<file path="src/rtl/owt_pkg.sv">
package owt_pkg;

  typedef enum logic [1:0] {
    RK_RANGE = 2'd0,
    RK_BASE  = 2'd1,
    RK_REMAP = 2'd2,
    RK_NONE  = 2'd3
  } reg_kind_e;

  localparam int unsigned WIN_REG_BASE = 32'h120;
  localparam int unsigned WIN_STRIDE   = 12;
  localparam int unsigned REGS_PER_WIN = 3;
  localparam int unsigned REMAP_EN_BIT = 0;
  localparam int unsigned REMAP_CB_BIT = 2;

endpackage

</file>
<file path="src/rtl/owt_reset_sync.sv">
module owt_reset_sync (
  input  logic clk,
  input  logic rst_n,
  output logic rst_sync_n
);

  logic [1:0] sync_q;

  always_ff @(posedge clk or negedge rst_n) begin
    if (!rst_n) begin
      sync_q <= 2'b00;
    end else begin
      sync_q <= {sync_q[0], 1'b1};
    end
  end

  assign rst_sync_n = sync_q[1];

endmodule

</file>
<file path="src/rtl/owt_win_regs.sv">
module owt_win_regs
  import owt_pkg::*;
#(
  parameter int unsigned ADDR_W   = 32,
  parameter int unsigned GRAN_LSB = 15
) (
  input  logic              clk,
  input  logic              rst_n,
  input  logic              wr_sel,
  input  reg_kind_e         wr_kind,
  input  logic [ADDR_W-1:0] wr_data,
  output logic [ADDR_W-1:0] mask_o,
  output logic [ADDR_W-1:0] base_o,
  output logic [ADDR_W-1:0] tgt_o,
  output logic              en_o,
  output logic              cb_o,
  output logic [ADDR_W-1:0] remap_rb_o
);

  localparam int unsigned HI_W = ADDR_W - GRAN_LSB;

  logic [ADDR_W-1:0] mask_q, mask_d;
  logic [HI_W-1:0]   base_q, base_d;
  logic [HI_W-1:0]   tgt_q,  tgt_d;
  logic              en_q,   en_d;
  logic              cb_q,   cb_d;
  logic              unused_wr_bits;

  assign unused_wr_bits = ^{wr_data[GRAN_LSB-1:REMAP_CB_BIT+1], wr_data[REMAP_EN_BIT+1]};

  always_comb begin
    mask_d = mask_q;
    base_d = base_q;
    tgt_d  = tgt_q;
    en_d   = en_q;
    cb_d   = cb_q;
    unique case (wr_kind)
      RK_RANGE: mask_d = wr_data;
      RK_BASE:  base_d = wr_data[ADDR_W-1:GRAN_LSB];
      RK_REMAP: begin
        tgt_d = wr_data[ADDR_W-1:GRAN_LSB];
        en_d  = wr_data[REMAP_EN_BIT];
        cb_d  = wr_data[REMAP_CB_BIT];
      end
      default: ;
    endcase
  end

  always_ff @(posedge clk or negedge rst_n) begin
    if (!rst_n) begin
      mask_q <= '0;
      base_q <= '0;
      tgt_q  <= '0;
      en_q   <= 1'b0;
      cb_q   <= 1'b0;
    end else if (wr_sel) begin
      mask_q <= mask_d;
      base_q <= base_d;
      tgt_q  <= tgt_d;
      en_q   <= en_d;
      cb_q   <= cb_d;
    end
  end

  always_comb begin
    remap_rb_o                 = {tgt_q, {GRAN_LSB{1'b0}}};
    remap_rb_o[REMAP_EN_BIT]   = en_q;
    remap_rb_o[REMAP_CB_BIT]   = cb_q;
  end

  assign mask_o = mask_q;
  assign base_o = {base_q, {GRAN_LSB{1'b0}}};
  assign tgt_o  = {tgt_q,  {GRAN_LSB{1'b0}}};
  assign en_o   = en_q;
  assign cb_o   = cb_q;

endmodule

</file>
<file path="src/rtl/owt_win_match.sv">
module owt_win_match #(
  parameter int unsigned ADDR_W = 32
) (
  input  logic [ADDR_W-1:0] addr,
  input  logic [ADDR_W-1:0] mask,
  input  logic [ADDR_W-1:0] base,
  input  logic [ADDR_W-1:0] tgt,
  input  logic              en,
  output logic              hit,
  output logic [ADDR_W-1:0] xlat
);

  logic [ADDR_W-1:0] addr_hi;
  logic [ADDR_W-1:0] base_hi;

  always_comb begin
    addr_hi = addr & mask;
    base_hi = base & mask;
    hit     = en && (addr_hi == base_hi);
    xlat    = (tgt & mask) | (addr & ~mask);
  end

endmodule

</file>
<file path="src/rtl/owt_prio_pick.sv">
module owt_prio_pick #(
  parameter int unsigned NUM_WIN = 3,
  parameter int unsigned IDX_W   = (NUM_WIN > 1) ? $clog2(NUM_WIN) : 1
) (
  input  logic [NUM_WIN-1:0] req,
  output logic               any,
  output logic [IDX_W-1:0]   idx
);

  always_comb begin
    any = |req;
    idx = '0;
    for (int w = NUM_WIN - 1; w >= 0; w--) begin
      if (req[w]) begin
        idx = IDX_W'(w);
      end
    end
  end

endmodule

</file>
<file path="src/rtl/owt_xlate.sv">
module owt_xlate
  import owt_pkg::*;
#(
  parameter int unsigned NUM_WIN  = 3,
  parameter int unsigned ADDR_W   = 32,
  parameter int unsigned CFG_AW   = 12,
  parameter int unsigned GRAN_LSB = 15,
  parameter int unsigned IDX_W    = (NUM_WIN > 1) ? $clog2(NUM_WIN) : 1
) (
  input  logic              clk,
  input  logic              rst_n,
  input  logic              cfg_wr_en,
  input  logic [CFG_AW-1:0] cfg_addr,
  input  logic [ADDR_W-1:0] cfg_wdata,
  input  logic [CFG_AW-1:0] cfg_rd_addr,
  output logic [ADDR_W-1:0] cfg_rdata,
  input  logic              lk_valid,
  input  logic [ADDR_W-1:0] lk_addr,
  output logic              res_valid,
  output logic              res_hit,
  output logic [IDX_W-1:0]  res_win,
  output logic [ADDR_W-1:0] res_addr,
  output logic              res_cb
);

  logic rst_q_n;

  owt_reset_sync u_rst (
    .clk        (clk),
    .rst_n      (rst_n),
    .rst_sync_n (rst_q_n)
  );

  // ---------------- register write decode ----------------
  logic [NUM_WIN-1:0] wr_sel;
  reg_kind_e          wr_kind;

  always_comb begin
    wr_sel  = '0;
    wr_kind = RK_NONE;
    for (int w = 0; w < NUM_WIN; w++) begin
      for (int k = 0; k < REGS_PER_WIN; k++) begin
        if (cfg_wr_en &&
            cfg_addr == CFG_AW'(WIN_REG_BASE + w * WIN_STRIDE + k * 4)) begin
          wr_sel[w] = 1'b1;
          wr_kind   = reg_kind_e'(2'(k));
        end
      end
    end
  end

  // ---------------- per-window registers and comparators ----------------
  logic [ADDR_W-1:0]  win_mask  [NUM_WIN];
  logic [ADDR_W-1:0]  win_base  [NUM_WIN];
  logic [ADDR_W-1:0]  win_tgt   [NUM_WIN];
  logic [ADDR_W-1:0]  win_remap [NUM_WIN];
  logic [ADDR_W-1:0]  win_xlat  [NUM_WIN];
  logic [NUM_WIN-1:0] win_en;
  logic [NUM_WIN-1:0] win_cb;
  logic [NUM_WIN-1:0] match_vec;

  for (genvar g = 0; g < NUM_WIN; g++) begin : g_win
    owt_win_regs #(
      .ADDR_W   (ADDR_W),
      .GRAN_LSB (GRAN_LSB)
    ) u_regs (
      .clk        (clk),
      .rst_n      (rst_q_n),
      .wr_sel     (wr_sel[g]),
      .wr_kind    (wr_kind),
      .wr_data    (cfg_wdata),
      .mask_o     (win_mask[g]),
      .base_o     (win_base[g]),
      .tgt_o      (win_tgt[g]),
      .en_o       (win_en[g]),
      .cb_o       (win_cb[g]),
      .remap_rb_o (win_remap[g])
    );

    owt_win_match #(
      .ADDR_W (ADDR_W)
    ) u_match (
      .addr (lk_addr),
      .mask (win_mask[g]),
      .base (win_base[g]),
      .tgt  (win_tgt[g]),
      .en   (win_en[g]),
      .hit  (match_vec[g]),
      .xlat (win_xlat[g])
    );
  end

  // ---------------- register readback ----------------
  always_comb begin
    cfg_rdata = '0;
    for (int w = 0; w < NUM_WIN; w++) begin
      if (cfg_rd_addr == CFG_AW'(WIN_REG_BASE + w * WIN_STRIDE))
        cfg_rdata = win_mask[w];
      if (cfg_rd_addr == CFG_AW'(WIN_REG_BASE + w * WIN_STRIDE + 4))
        cfg_rdata = win_base[w];
      if (cfg_rd_addr == CFG_AW'(WIN_REG_BASE + w * WIN_STRIDE + 8))
        cfg_rdata = win_remap[w];
    end
  end

  // ---------------- priority selection ----------------
  logic             pick_any;
  logic [IDX_W-1:0] pick_idx;

  owt_prio_pick #(
    .NUM_WIN (NUM_WIN),
    .IDX_W   (IDX_W)
  ) u_pick (
    .req (match_vec),
    .any (pick_any),
    .idx (pick_idx)
  );

  logic [ADDR_W-1:0] sel_xlat;
  logic              sel_cb;

  always_comb begin
    sel_xlat = '0;
    sel_cb   = 1'b0;
    for (int w = 0; w < NUM_WIN; w++) begin
      if (pick_idx == IDX_W'(w)) begin
        sel_xlat = win_xlat[w];
        sel_cb   = win_cb[w];
      end
    end
  end

  // ---------------- result stage ----------------
  logic              valid_d, hit_d, cb_d, res_ce;
  logic [IDX_W-1:0]  win_d;
  logic [ADDR_W-1:0] addr_d;

  always_comb begin
    valid_d = lk_valid;
    hit_d   = 1'b0;
    win_d   = '0;
    addr_d  = '0;
    cb_d    = 1'b0;
    if (lk_valid && pick_any) begin
      hit_d  = 1'b1;
      win_d  = pick_idx;
      addr_d = sel_xlat;
      cb_d   = sel_cb;
    end
    res_ce = lk_valid | res_valid;
  end

  always_ff @(posedge clk or negedge rst_q_n) begin
    if (!rst_q_n) begin
      res_valid <= 1'b0;
      res_hit   <= 1'b0;
      res_win   <= '0;
      res_addr  <= '0;
      res_cb    <= 1'b0;
    end else if (res_ce) begin
      res_valid <= valid_d;
      res_hit   <= hit_d;
      res_win   <= win_d;
      res_addr  <= addr_d;
      res_cb    <= cb_d;
    end
  end

endmodule

</file>
<file path="config.mk">
export PLATFORM = sky130hd
export DESIGN_NAME = owt_xlate
export DESIGN_NICKNAME = d
export VERILOG_FILES = /design/src/rtl/owt_pkg.sv /design/src/rtl/owt_reset_sync.sv /design/src/rtl/owt_win_regs.sv /design/src/rtl/owt_win_match.sv /design/src/rtl/owt_prio_pick.sv /design/src/rtl/owt_xlate.sv
export SDC_FILE = /design/constraint.sdc
export NUM_CORES = 1
export LEC_CHECK = 0
export ABC_AREA = 0
export BUFFER_PORTS_ARGS = -buffer_cell sky130_fd_sc_hd__buf_2
export CORE_ASPECT_RATIO = 2
export CORE_UTILIZATION = 45
export CTS_BUF_LIST = sky130_fd_sc_hd__clkbuf_8
export DETAILED_ROUTE_END_ITERATION = 6
export PLACE_DENSITY_LB_ADDON = 0.1
export RECOVER_POWER = 100
export SKIP_CTS_REPAIR_TIMING = 1
export SKIP_LAST_GASP = 1
export SYNTH_ARGS = -nofsm -noshare
export SYNTH_HDL_FRONTEND = slang
export SYNTH_SLANG_ARGS = --single-unit
</file>
<file path="constraint.sdc">
create_clock -name clk -period 7.8 [get_ports clk]
set_input_delay 1.17 -clock clk [delete_from_list [all_inputs] [get_ports clk]]
set_output_delay 1.17 -clock clk [all_outputs]
set_load 0.005 [all_outputs]
</file>
# == After elaboration in Yosys (flattened, before gate mapping) ==
# Index checks and enable logic that the tools add are counted.
# totals
register_bits,243
inputBits,92
out_inout_bits,69
word_cells,130
# classes
n_eq_ne,25
n_mux,40
bitwise_logic,19
n_reduce_logical,25
# ops
operator,n
2-to-1 mux 32 bit,13
bitwise AND 32 bit,12
"== test 12 x 9 -> 1 bit, second input constant",18
== test 32 bit,3
NOT 32 bit,3
OR 32 bit,3
2-to-1 mux 2 bit,13
AND reduction 2 bit,9
2-to-1 mux 1 bit,14
logical AND 1 bit,13
"== test 2 x 1 -> 1 bit, second input constant",2
"== test 2 bit, second input constant",2
zero test 2 bit,2
OR reduction 3 bit,1
OR 1 bit,1

# == Depth between registers and ports, before layout ==
# Gate-level depths: netlist of the first run.
# logic_depth
depth_word,13
ltp_mapped,10
ltp_nobuf,7

# == Cells and area by module ==
# A second synthesis of the first run with hierarchy kept.
# hier_totals
cells_unflattened,1473
area_unflattened_um2,16500.8
# modules_own_cells
module,instances,cells_each,area_per_inst_um2,seq_area_each_um2
owt_win_regs,3,208,3084.2,1701.6
owt_xlate,1,588,4730.8,925.9
owt_win_match,3,85,814.5,0.0
owt_reset_sync,1,3,53.8,50.0
owt_prio_pick,1,3,20.0,0.0

# == Least setup slack after synthesis of the first run ==
# Ideal clock, no wire load.
# synth_timing
path_kind,input to output
start,in cfg_rd_addr[6]
end,out cfg_rdata[30]
t_arrival_ps,3294
t_required_ps,6630
slack_ps,3336
cell_stages,8
path_buffers,1
path_cell_list,or4b_2 > or4_4 > nor2_2 > buf_2 > a22oi_1 > a211oi_1 > a211oi_1 > o21ai_0
# synth_via
elab_chain_len,10
word_cells_on_any_way,18
classes_between,9 x eq/ne; 9 x mux
# synth_lines
element,line_no,source
start: declaration,owt_xlate.sv:15,"input logic [CFG_AW-1:0] cfg_rd_addr,"
== test 12 x 9 -> 1 bit,owt_xlate.sv:97,if (cfg_rd_addr == CFG_AW'(WIN_REG_BASE + w * WIN_STRIDE))
2-to-1 mux 32 bit,owt_xlate.sv:97,
2-to-1 mux 32 bit,owt_xlate.sv:99,if (cfg_rd_addr == CFG_AW'(WIN_REG_BASE + w * WIN_STRIDE + 4))
2-to-1 mux 32 bit,owt_xlate.sv:101,if (cfg_rd_addr == CFG_AW'(WIN_REG_BASE + w * WIN_STRIDE + 8))
2-to-1 mux 32 bit,owt_xlate.sv:97,
2-to-1 mux 32 bit,owt_xlate.sv:99,
2-to-1 mux 32 bit,owt_xlate.sv:101,
2-to-1 mux 32 bit,owt_xlate.sv:97,
2-to-1 mux 32 bit,owt_xlate.sv:99,
2-to-1 mux 32 bit (*),owt_xlate.sv:101,
end: declaration,owt_xlate.sv:16,"output logic [ADDR_W-1:0] cfg_rdata,"
# Every way passes the cells marked *; elsewhere a longest branch is shown, timed or not.

# == Final worst setup path of the first run ==
# layout_timing
start,in cfg_rd_addr[6]
end,out cfg_rdata[29]
# Same word-level chain as after synthesis.

==> run_results.csv, run 1 <==
group,metric,value,unit
drt,vias,10100,
synthesis,syn_area,12600,µm²
synthesis,ys.flop_type,"dfrtp_1",
power,power.share.sequential,0.522,
critical_path,worstReg2RegStart,"g_win[1].u_regs.base_q[12]",
grt,grt_pass1_vias,10400,
floorplanning,die_h,239,µm
floorplanning,dieArea,28800,µm²
critical_path,critPathLaunchType,"input pin",
clock_tree,clock_path_buffers,3,
status,violations,"max-capacitance violations, max-slew violations",
clock_tree,cts_tree,"done",
drt,antenna_left,0,
synthesis,synth_cells,1074,
grt,grt_max_degree,178,
sta,relSlewSlack,-0.825,
clock_tree,cts_buffers,37,
drt,routedWlPerCell,27.8,µm
layout,final_common_cell,"dfrtp_1",
critical_path,r2r_end,"res_addr[25]",
drt,wirelength,44500,µm
hold_path,holdPathStages,0,
grt,grt.total_usage,0.316,
floorplanning,die_w,120,µm
grt,gr-total-overflow,0,
clock_tree,numClockSinks,243,
hold_path,hold_start,"u_rst.sync_q[0]",
power,power_density,171,nW/µm²
floorplanning,row_count,86,
synthesis,ys_ff_latch,243,
drt,dr.first_iter.drc_count,793,
sta,setup_tns,0,ns
floorplanning,core-area,27500,µm²
clock_tree,path_clk_slew,0.06,ns
power,power.internal,0.00184,W
sta,max_freq,0.157,GHz
sta,grt_setup_unrepaired,"false",
synthesis,syn_avg_cell_area,11.8,µm²
grt,antenna_found_initial,1,
job,maxCapViolCount,12,
sta,drv_slew,279,
power,swShare,0.250,
layout,antenna_cells,0,
critical_path,reg2regPathDepth,7,
drt,avgViaCountPerCell,6.29,
status,status,"complete, but fails checks",
place,port_buffers,160,
synthesis,yosysWarnings,0,
layout,layout_common_cells,"dfrtp_1 (243), mux2_2 (238), buf_2 (120)",
sta,skew,0.0392,ns
power,ir_drop,0.140,mV
power,combinationalPowerShare,0.053,
critical_path,rrSetupSlack,3.03,ns
clock_tree,clockRootBuffer,"clkbuf_8",
critical_path,critPathKind,"in2out",
place,globalplace.congestion,0.948,
place,dp_hpwl,30900,µm
clock_tree,clk_latency,0.57,ns
synthesis,seq_area_frac_synth,0.482,
synthesis,synth-edff-count,0,
clock_tree,cts.htree.levels,2,
floorplanning,start_util,0.458,
sta,finalSetupViolCount,0,
grt,grt_pass1_wl,65900,µm
drt,remaining_drc_errors,0,
hold_path,hp-class,"reg2reg",
power,clockPowerShare,0.424,
place,placedCellCount,1540,
sta,fin_crit,6.38,ns
synthesis,syn_nets,1166,
sta,tightestPinTransition,2.74,ns
sta,period_share,0.818,
layout,fin_nets,1319,
critical_path,worstSetupEndpointType,"output pin",
sta,hold_viol,0,
power,switchingPower,0.000613,W
critical_path,cp_data_arrival_time,5.21,ns
layout,final_cell_count_no_fill,1601,
hold_path,hold_path_end,"u_rst.sync_q[1]",
power,p_leak,7.08,nW
critical_path,crit_required,6.63,ns
synthesis,ys_async_sr_fraction,1.00,
drt,drt_pass1_iterations,7,
floorplanning,io_pins,161,
critical_path,crit_path_max_fanout,20,
layout,drive_above_1_share,0.353,
synthesis,synth_cell_type_count,56,
layout,area_growth,13.7,%
[power by group through the flow]
| stage | registers (W) | logic [W] | clock network, W |
|---|---|---|---|
| after floorplan | 0.00131 | 0.0000506 | 0 |
| after global placement | 0.00130 | 0.000131 | 0 |
| after global routing | 0.00128 | 0.000143 | 0.00111 |
| final | 0.00128 | 0.000131 | 0.00104 |
| after detailed placement | 0.00130 | 0.000132 | 0 |
| after CTS | 0.00128 | 0.000133 | 0.00106 |
[through the flow]
stage,cell area (µm²),hold WS [ns],total power [W],utilization,setup slack [ns]
after detailed placement,13800,0.336,0.00144,0.501,2.35
after global routing,14400,0.370,0.00253,0.521,1.29
final,14400,0.348,0.00245,0.521,1.42
after floorplan,12600,0.331,0.00136,-,0.527
after CTS,14500,0.352,0.00248,0.526,2.35
after global placement,13800,0.337,0.00144,0.501,2.41
[flip-flops by register name (all words and copies together) (netlist names), 2 cells and up]
| name | cells |
|---|---|
| g_win.u_regs.mask_o | 96 |
| g_win.u_regs.en_o | 3 |
| g_win.u_regs.cb_o | 3 |
| u_rst.sync_q | 2 |
| g_win.u_regs.base_q | 51 |
| g_win.u_regs.tgt_q | 51 |
| res_addr | 32 |
| res_win | 2 |
[kinds of logic (layout without fill, tap and decap cells)]
logic type,count (synthesis),after routing,share of synthesized area
mux,259,259,0.232
flops,243,243,0.482
compound gates,229,229,0.135
simple gates,208,208,0.0886
buf+inv,83,258,0.0275
xor+xnor,51,51,0.0354
other cells,1,1,0.000297
[synthesized netlist by cell type (all sizes together), types with 6 or more instances]
library cell    n  area share
buf            22      0.0094
a222oi         23       0.018
o31ai          17       0.010
nand2b         37       0.018
inv            15      0.0045
nand3           9      0.0036
clkbuf         46       0.014
and3            6      0.0030
a221oi          9      0.0062
nor2           65       0.020
mux2i          18       0.014
mux2          238        0.21
nand2          30      0.0089
o22ai          19      0.0094
a22oi          75       0.045
nor3           15      0.0059
dfrtp         243        0.48
xor2           51       0.035
nand4          16      0.0079
a21oi          21      0.0083
o21ai          28       0.012
a22o           25       0.018
[critical path: stages]
cell and delay (ns):
clkbuf_1 0.09, or4b_2 0.70, or4_1 0.56, nor2_1 0.79, clkbuf_1 1.01, a21oi_1 0.15
o21ai_0 0.23, nor2_1 0.08, nor3_1 0.26, clkbuf_1 0.15
[area by class of cell]
class	count	area, µm²
fill	2653	13200
multi-input combinational	748	6190
sequential	243	6080
timing repair buffer	182	887
clock buffer	46	633
tap	352	440
clock inverter	15	66.3
inverter	15	56.3
[how the worst max path moves through the flow]
stage                               start                         to  slack [ns]  cells past startpoint
after floorplan           u_rst.sync_q[1]  g_win[0].u_regs.base_q[0]        0.53                      0
after global placement     cfg_rd_addr[6]              cfg_rdata[30]        2.41                      9
after detailed placement   cfg_rd_addr[6]              cfg_rdata[30]        2.35                      9
after CTS                  cfg_rd_addr[6]              cfg_rdata[30]        2.35                      9
after global routing       cfg_rd_addr[6]              cfg_rdata[29]        1.29                     10
final                      cfg_rd_addr[6]              cfg_rdata[29]        1.42                     10
[layer usage]
layer / wire length, µm / vias to the layer above / global-route usage
met1: 15300 / 5087 / 0.338
met5: 15 / - / 0
met4: 2990 / 2 / 0.202
met2: 23600 / 457 / 0.571
met3: 2520 / 163 / 0.0465
li1: - / 4361 / -
No activity file was read; power rests on OpenSTA's default activity.
==> run 2, diff against run 1 <==
clock period = 6.2 ns   (was 7.8 ns; I/O delays follow)
==> run 2 against run 1 <==
Net effect: the flow still finishes with violations (max-capacitance violations, max-slew violations); wire length is 1.4% higher; setup slack got worse by 0.85 ns; hold slack lost 0.21 ns; cell area up 1.0%; largest power group unchanged.
==> run_results.csv, run 2 (same netlist as run 1, synthesis figures left out) <==
group,metric,value,unit
grt,met2_usage,0.584,
sta,period_share,0.907,
status,status,"complete, but fails checks",
drt,routedWlPerCell,27.9,µm
grt,grt_max_degree,181,
sta,finalSetupViolCount,0,
status,violations,"max-capacitance violations, max-slew violations",
floorplanning,row_count,86,
layout,drive_above_1_share,0.356,
critical_path,worstSetupEndpointType,"register",
grt,antenna_found_initial,4,
layout,nFillCells,2591,
grt,grt_pass1_wl,66600,µm
sta,grt_setup_unrepaired,"false",
clock_tree,cts.htree.levels,2,
clock_tree,cts_tree,"done",
layout,area_growth,14.9,%
layout,regArea,6080,µm²
sta,hold_viol,0,
critical_path,critPathLaunchType,"input pin",
layout,largest_register_ffs,96,
layout,multiInputGateArea,6210,µm²
sta,skew,0.0257,ns
place,globalplace.congestion,0.902,
power,switchingPower,0.000798,W
sta,max_freq,0.178,GHz
drt,dr.first_iter.drc_count,874,
drt,avgViaCountPerCell,6.29,
power,combinationalPowerShare,0.051,
clock_tree,clock_path_buffers,3,
place,dpl_worst_slack,1.33,ns
job,maxCapViolCount,11,
place,port_buffers,160,
layout,layout_common_cells,"dfrtp_1 (243), mux2_2 (238), buf_2 (116)",
sta,fin_crit,5.63,ns
grt,grt.total_usage,0.320,
power,power.share.sequential,0.499,
sta,drv_slew,263,
clock_tree,cts_buffers,38,
drt,vias,10200,
power,ir_drop,0.173,mV
clock_tree,path_clk_slew,0.07,ns
sta,finalWorstSetupSlack,0.575,ns
floorplanning,io_pins,161,
sta,setup_tns,0,ns
layout,final_common_cell,"dfrtp_1",
sta,tightestPinTransition,3.01,ns
drt,drt_pass1_iterations,7,
power,swShare,0.247,
clock_tree,clockRootBuffer,"clkbuf_8",
floorplanning,dieArea,28800,µm²
grt,gr-total-overflow,0,
floorplanning,die_w,120,µm
critical_path,cp_data_arrival_time,6.09,ns
clock_tree,clk_latency,0.57,ns
power,power_density,223,nW/µm²
layout,fin_nets,1325,
clock_tree,numClockSinks,243,
drt,antenna_left,0,
place,dp_hpwl,31300,µm
grt,top_usage_layer,"met2",
floorplanning,die_h,239,µm
critical_path,critPathKind,"in2reg",
critical_path,crit_required,6.67,ns
power,clockPowerShare,0.450,
drt,wirelength,45100,µm
grt,use_met1,0.340,
sta,relSlewSlack,-1.02,
drt,remaining_drc_errors,0,
power,power.internal,0.00243,W
floorplanning,start_util,0.458,
grt,use_met3,0.0568,
hold_path,hp-class,"in2async",
critical_path,crit_path_max_fanout,11,
grt,grt_pass1_vias,10400,
power,p_leak,7.15,nW
floorplanning,core-area,27500,µm²
==> run 2: cell count changes in the layout (fill, tap and decap cells not counted), moves of 2 or more <==
cell       delta
o21ai_1       +2
buf_4         +3
inv_1         +2
o21ai_0       -2
clkbuf_8      +2
buf_2         -4
clkbuf_1      +4
bufinv_16     +2
==> run 2: layout make-up <==
type                       instances  share of cell area
antenna                            1            0.000173
clock buffer                      48              0.0456
clock inverter                    20             0.00958
inverter                          15             0.00388
multi-input combinational        748               0.428
sequential                       243               0.419
tap                              352              0.0304
timing repair buffer             187              0.0632
==> run 2: worst paths after layout <==
check,slack (ns),from,end,cells past startpoint
max in group asynchronous,3.12,u_rst.sync_q[1],g_win[1].u_regs.tgt_q[16],1
hold / removal,0.14,rst_n,u_rst.sync_q[1],1
setup reg to reg,0.76,g_win[1].u_regs.base_q[12],res_addr[15],7
min in group clk,0.35,u_rst.sync_q[0],u_rst.sync_q[1],0
hold reg to reg,0.35,u_rst.sync_q[0],u_rst.sync_q[1],0
setup / recovery,0.57,lk_addr[27],res_addr[15],8
==> run 2: per-stage QoR <==
stage          std cells  total power, W  hold WS [ns]  utilization  area [µm²]
2_1_floorplan       1074         0.00171         0.331            -       12600
3_5_place_dp        1545         0.00181         0.341        0.503       13800
6_report            1614         0.00323         0.136        0.526       14500
4_1_cts             1613         0.00326         0.115        0.532       14600
5_1_grt             1614         0.00334         0.125        0.526       14500
3_3_place_gp        1545         0.00181         0.338        0.503       13800
==> run 2: power by group through the flow <==
| stage | registers (W) | logic (W) | clock network [W] |
|---|---|---|---|
| after floorplan | 0.00165 | 0.0000636 | 0 |
| after global placement | 0.00164 | 0.000165 | 0 |
| after detailed placement | 0.00164 | 0.000166 | 0 |
| after CTS | 0.00161 | 0.000167 | 0.00148 |
| after global routing | 0.00161 | 0.000179 | 0.00155 |
| final | 0.00161 | 0.000164 | 0.00145 |
==> run 2: worst max-delay path, cell delays in order <==
cell,delay [ns]
clkbuf_1,0.27
xor2_1,0.21
a222oi_1,0.58
nand4_1,0.20
nor4_1,2.33
clkbuf_1,0.89
mux2_2,0.43
o31ai_1,0.24
==> run 2: per-layer routing <==
layer | wire length, µm | up-vias
met3 | 2910 | 164
met1 | 15500 | 5130
met4 | 2880 | 6
met5 | 31 | -
met2 | 23800 | 485
li1 | - | 4375
